File: src/rtl/fwd_pkg.sv
package fwd_pkg;
  typedef enum logic [1:0] {
    SRC_RF   = 2'd0,
    SRC_EX   = 2'd1,
    SRC_WB   = 2'd2,
    SRC_HOLD = 2'd3
  } src_e;

  // producer slots, youngest first: execute, write-back, hold
  localparam int unsigned NUM_PROD = 3;
  localparam int unsigned NUM_SRC  = 2;
endpackage

File: src/rtl/fwd_hazard_cmp.sv
module fwd_hazard_cmp #(
  parameter int unsigned AW = 3
) (
  input  logic          prod_we_i,
  input  logic [AW-1:0] prod_rd_i,
  input  logic [AW-1:0] src_i,
  output logic          hit_o
);
  logic [AW-1:0] diff;

  assign diff  = prod_rd_i ^ src_i;
  assign hit_o = prod_we_i & ~(|diff) & (|prod_rd_i);
endmodule

File: src/rtl/fwd_hold_reg.sv
module fwd_hold_reg #(
  parameter int unsigned W  = 16,
  parameter int unsigned AW = 3
) (
  input  logic          clk_i,
  input  logic          rst_ni,
  input  logic          we_i,
  input  logic          mul_i,
  input  logic [AW-1:0] rd_i,
  input  logic [W-1:0]  data_i,
  output logic          we_o,
  output logic          mul_o,
  output logic [AW-1:0] rd_o,
  output logic [W-1:0]  data_o
);
  always_ff @(posedge clk_i or negedge rst_ni) begin
    if (!rst_ni) begin
      we_o   <= 1'b0;
      mul_o  <= 1'b0;
      rd_o   <= '0;
      data_o <= '0;
    end else begin
      we_o   <= we_i;
      mul_o  <= mul_i;
      rd_o   <= rd_i;
      data_o <= data_i;
    end
  end
endmodule

File: src/rtl/fwd_operand_sel.sv
module fwd_operand_sel
  import fwd_pkg::*;
#(
  parameter int unsigned W  = 16,
  parameter int unsigned NP = NUM_PROD
) (
  input  logic [NP-1:0] hit_i,
  input  logic [NP-1:0] mul_i,
  input  logic [W-1:0]  data_i [NP],
  input  logic [W-1:0]  rf_i,
  output src_e          sel_o,
  output logic [W-1:0]  data_o,
  output logic          req_o
);
  logic done;

  // youngest hit decides; a multiplier hit masks older ones
  always_comb begin
    sel_o  = SRC_RF;
    data_o = rf_i;
    done   = 1'b0;
    for (int i = 0; i < int'(NP); i++) begin
      if (!done && hit_i[i]) begin
        done = 1'b1;
        if (!mul_i[i]) begin
          sel_o  = src_e'(2'(i + 1));
          data_o = data_i[i];
        end
      end
    end
  end

  assign req_o = (sel_o != SRC_RF);
endmodule

File: src/rtl/fwd_unit.sv
module fwd_unit
  import fwd_pkg::*;
#(
  parameter int unsigned W    = 16,
  parameter int unsigned NREG = 8,
  localparam int unsigned AW  = $clog2(NREG)
) (
  input  logic          clk_i,
  input  logic          rst_ni,
  input  logic [AW-1:0] dec_rs1_i,
  input  logic [AW-1:0] dec_rs2_i,
  input  logic [W-1:0]  rf_rd1_i,
  input  logic [W-1:0]  rf_rd2_i,
  input  logic          ex_we_i,
  input  logic          ex_mul_i,
  input  logic [AW-1:0] ex_rd_i,
  input  logic [W-1:0]  ex_result_i,
  input  logic          wb_we_i,
  input  logic          wb_mul_i,
  input  logic [AW-1:0] wb_rd_i,
  input  logic [W-1:0]  wb_result_i,
  output logic [W-1:0]  op_a_o,
  output logic [W-1:0]  op_b_o,
  output logic [1:0]    fwd_a_sel_o,
  output logic [1:0]    fwd_b_sel_o,
  output logic          fwd_req_o
);
  localparam int unsigned NP = NUM_PROD;
  localparam int unsigned NS = NUM_SRC;

  logic          hold_we, hold_mul;
  logic [AW-1:0] hold_rd;
  logic [W-1:0]  hold_data;

  logic [NP-1:0] prod_we, prod_mul;
  logic [AW-1:0] prod_rd   [NP];
  logic [W-1:0]  prod_data [NP];

  logic [AW-1:0] src_addr [NS];
  logic [W-1:0]  src_rf   [NS];
  logic [NP-1:0] hit      [NS];
  src_e          sel      [NS];
  logic [W-1:0]  opnd     [NS];
  logic [NS-1:0] req;

  fwd_hold_reg #(.W(W), .AW(AW)) u_hold (
    .clk_i  (clk_i),
    .rst_ni (rst_ni),
    .we_i   (wb_we_i),
    .mul_i  (wb_mul_i),
    .rd_i   (wb_rd_i),
    .data_i (wb_result_i),
    .we_o   (hold_we),
    .mul_o  (hold_mul),
    .rd_o   (hold_rd),
    .data_o (hold_data)
  );

  assign prod_we   = {hold_we,  wb_we_i,  ex_we_i};
  assign prod_mul  = {hold_mul, wb_mul_i, ex_mul_i};
  assign prod_rd   = '{ex_rd_i, wb_rd_i, hold_rd};
  assign prod_data = '{ex_result_i, wb_result_i, hold_data};

  assign src_addr = '{dec_rs1_i, dec_rs2_i};
  assign src_rf   = '{rf_rd1_i, rf_rd2_i};

  for (genvar s = 0; s < NS; s++) begin : g_src
    for (genvar p = 0; p < NP; p++) begin : g_prod
      fwd_hazard_cmp #(.AW(AW)) u_cmp (
        .prod_we_i (prod_we[p]),
        .prod_rd_i (prod_rd[p]),
        .src_i     (src_addr[s]),
        .hit_o     (hit[s][p])
      );
    end

    fwd_operand_sel #(.W(W), .NP(NP)) u_sel (
      .hit_i  (hit[s]),
      .mul_i  (prod_mul),
      .data_i (prod_data),
      .rf_i   (src_rf[s]),
      .sel_o  (sel[s]),
      .data_o (opnd[s]),
      .req_o  (req[s])
    );
  end

  // execute-stage operand buffer
  always_ff @(posedge clk_i or negedge rst_ni) begin
    if (!rst_ni) begin
      op_a_o      <= '0;
      op_b_o      <= '0;
      fwd_a_sel_o <= SRC_RF;
      fwd_b_sel_o <= SRC_RF;
      fwd_req_o   <= 1'b0;
    end else begin
      op_a_o      <= opnd[0];
      op_b_o      <= opnd[1];
      fwd_a_sel_o <= sel[0];
      fwd_b_sel_o <= sel[1];
      fwd_req_o   <= |req;
    end
  end
endmodule

File: config.mk
export PLATFORM = sky130hd
export DESIGN_NAME = fwd_unit
export DESIGN_NICKNAME = d
export VERILOG_FILES = /design/src/rtl/fwd_pkg.sv /design/src/rtl/fwd_hazard_cmp.sv /design/src/rtl/fwd_hold_reg.sv /design/src/rtl/fwd_operand_sel.sv /design/src/rtl/fwd_unit.sv
export SDC_FILE = /design/constraint.sdc
export NUM_CORES = 1
export LEC_CHECK = 0
export ABC_AREA = 1
export BUFFER_PORTS_ARGS = -buffer_cell sky130_fd_sc_hd__buf_2
export CORE_MARGIN = 5
export CORE_UTILIZATION = 50
export CTS_BUF_LIST = sky130_fd_sc_hd__clkbuf_16
export CTS_CLUSTER_SIZE = 10
export DETAILED_ROUTE_END_ITERATION = 7
export GPL_TIMING_DRIVEN = 0
export PLACE_DENSITY = 0.82
export SLEW_MARGIN = 20
export SYNTH_ARGS = -nofsm -noshare
export SYNTH_HDL_FRONTEND = slang
export SYNTH_SLANG_ARGS = --single-unit
File: constraint.sdc
create_clock -name clk_i -period 1.6 [get_ports clk_i]
set_input_delay 0.24 -clock clk_i [delete_from_list [all_inputs] [get_ports clk_i]]
set_output_delay 0.24 -clock clk_i [all_outputs]
set_load 0.005 [all_outputs]
==> results.py <==
metrics = {
    "status": {
        "status": "complete, no violations",
    },
    "power": {
        "powerDensity_nw_per_um2": 869.3,
        "fin_total_pwr_uw": 4122,
        "irDropWorstVdd_v": 0.0006536,
        "p_leak_uw": 0.002632,
    },
    "final_layout": {
        "fin_util_pct": 69.03,
        "diodes": 0,
        "nets": 704,
        "final_cell_mix": "nand2_1 (141), buf_2 (126), nand3_1 (66)",
        "drive_above_1_share_pct": 35.09,
        "final_cells": 723,
        "area_growth_pct": 33.31,
        "layout_commonest_cell": "nand2_1",
    },
    "route": {
        "ant_nets": 0,
        "dr_total_vias": 4032,
        "via_per_inst": 5.577,
        "drt_wl_total_mm": 11.75,
        "drc": 0,
        "wl_per_cell_um": 16.25,
        "dr.pass1.iters": 5,
        "drt-initial-drc-count": 508,
    },
    "die": {
        "ios": 119,
        "fp-row-count": 30,
        "start_util_pct": 51.79,
        "dieHeight_um": 94.35,
        "core_um2": 6869,
        "die_area_um2": 8901,
        "fp.dieW_um": 94.35,
    },
    "timing": {
        "worstMarginPinSlew_ns": 0.7340,
        "setup_ws_ns": 0.004475,
        "finalHoldViolCount": 0,
        "max_freq_mhz": 626.8,
        "rsz0062_at_grt": "true",
        "drv_slew": 0,
        "period_needed_ns": 1.596,
        "finalSetupViolCount": 0,
        "finClkSkew_ns": 0.01025,
        "relSlewSlack_pct": 51.07,
        "min_period_over_period_pct": 99.72,
    },
    "clocking": {
        "htree_levels": 3,
        "cts.sinks": 58,
        "clockBufferDepth": 2,
        "clkLatencyLatePin_ns": 0.33,
        "cts-buffers-inserted": 9,
        "cts_tree": "done",
        "root_buffer": "clkbuf_16",
        "clk_pin_slew_ns": 0.06,
    },
    "flow_run": {
        "cap_violations": 0,
    },
    "synthesis": {
        "postSynthCellCount": 481,
        "synth-compound-area-share_pct": 0.6683,
        "synth_simple_gate_area_share_pct": 47.77,
        "synthFlopType": "dfrtp_1",
        "synth_top_family_by_area": "simple AND/OR/NAND/NOR gates",
        "synth_edf_count": 0,
        "seq_area_frac_synth_pct": 40.80,
        "synth_xor_area_share_pct": 0.4924,
        "ys.warnings.count": 0,
        "ys_seq_elements": 58,
        "syn_nets": 563,
        "syn_area_um2": 3557,
        "async_reset_ff_share_pct": 100.0,
        "synth_fa_ha_area_share_pct": 0,
        "ys_types": 25,
        "synthMuxAreaShare_pct": 0,
        "synth_area_per_cell_um2": 7.395,
    },
    "setup_path": {
        "critPathCapture": "op_a_o[9]",
        "cp-start-kind": "flip-flop",
        "rr_endpoint": "op_a_o[9]",
        "critPathKind": "reg -> reg",
        "setup.worst_path.start": "u_hold.rd_o[1]",
        "critPathRequiredTime_ns": 1.81,
        "worstRegToRegCells": 9,
        "reg2reg_setup_slack_ns": 0.004,
        "path_max_fanout": 10,
        "crit_arrival_ns": 1.81,
        "regToRegStartpoint": "u_hold.rd_o[1]",
        "endpoint_kind": "flip-flop",
    },
    "grt": {
        "grt_use_total_pct": 26.34,
        "antenna_found_initial": 0,
        "grt_pass1_wl_mm": 18.06,
        "overflow": 0,
        "grt_max_degree": 59,
        "grt_pass1_vias": 3862,
    },
    "placement": {
        "place_ws_ns": -0.2035,
        "gp_congestion": 0.9222,
        "dp_cells": 695,
        "io_buffers": 118,
        "dp_hpwl_mm": 8.252,
    },
    "hold_path": {
        "min_delay_path_depth": 1,
        "worstHoldPathType": "in -> reg",
    },
}
==> cells in the mapped netlist, types with 3 or more instances <==
master / count / area (um2)
nand4_1: 60 / 375.4
nand3_1: 68 / 340.3
nand3_2: 11 / 110.1
inv_2: 10 / 37.54
buf_4: 5 / 37.54
nor2_1: 21 / 78.83
nand2_1: 156 / 585.6
inv_1: 46 / 172.7
nand3_4: 3 / 52.55
nor2_2: 4 / 25.02
nand2_2: 3 / 18.77
clkbuf_1: 9 / 33.78
dfrtp_1: 58 / 1451
buf_2: 10 / 50.05
==> report_power, final <==
group | internal [uW] | switching (uW)
clock | 1040 | 688
combinational | 297 | 495
sequential | 1580 | 27.4
total | 2910 | 1210
==> how the worst min path moves through the flow <==
stage | startpoint | to | slack, ns
6_report | wb_result_i[14] | u_hold.data_o[14] | 0.03
2_1_floorplan | rst_ni | fwd_a_sel_o[0] | -0.06
5_1_grt | wb_result_i[2] | u_hold.data_o[2] | 0.03
3_3_place_gp | wb_result_i[10] | u_hold.data_o[10] | 0.36
3_5_place_dp | rst_ni | u_hold.rd_o[1] | 0.35
4_1_cts | wb_result_i[14] | u_hold.data_o[14] | 0.03
==> flip-flops by register name, indices dropped and copies added (netlist names) <==
register       flops
op_a_o            16
op_b_o            16
u_hold.data_o     16
u_hold.rd_o        3
fwd_a_sel_o        2
fwd_b_sel_o        2
fwd_req_o          1
u_hold.mul_o       1
u_hold.we_o        1
==> per-stage QoR <==
| stage | instance area, um2 | setup TNS (ns) | hold slack [ns] |
|---|---|---|---|
| after detailed placement | 4270 | -3.583 | 0.3463 |
| after floorplan | 3557 | 0 | -0.05559 |
| after CTS | 4589 | 0 | 0.02924 |
| final | 4742 | 0 | 0.03208 |
| after global placement | 4268 | -3.078 | 0.3640 |
| after global routing | 4742 | -1.081 | 0.03419 |
==> what timing repair did <==
item	4_1_cts	5_1_grt
setup buffers	2	7
gates resized for setup	6	31
setup endpoints to repair	22	28
pin swaps	2	19
hold buffers	1	0
endpoints found under the hold margin	5	0
cloned	0	2
==> layout make-up <==
| type | count | area, um2 |
|---|---|---|
| inverter | 58 | 217.7 |
| clock inverter | 7 | 46.29 |
| multi-input combinational | 339 | 1805 |
| sequential | 58 | 1451 |
| clock buffer | 9 | 225.2 |
| fill | 570 | 2127 |
| tap | 96 | 120.1 |
| timing repair buffer | 130 | 709.4 |
| buffer | 26 | 166.4 |
==> cells by family (layout without fill, tap and decap cells) <==
group                  Yosys count  after routing
buffers and inverters           84            230
AO/OA/AOI/OAI                    4              4
AND/OR/NAND/NOR                333            333
XOR/XNOR                         2              2
flip-flops                      58             58
==> worst max-delay path, stage by stage (launching register included) <==
cell     delay, ns
dfrtp_1       0.39
buf_4         0.13
nand2_1       0.04
nand2_1       0.06
nand3_1       0.09
nor2_2        0.21
nand4_4       0.19
buf_6         0.21
nand3_1       0.08
nand2_1       0.07
==> routing by layer <==
layer  track usage (%)  part of all wire, %
met3             6.056                   12
met5                 0                    0
met1             32.07                   37
met2             43.97                   47
met4             12.76                  3.7
Note: power is estimated with default switching activity, not from simulation.
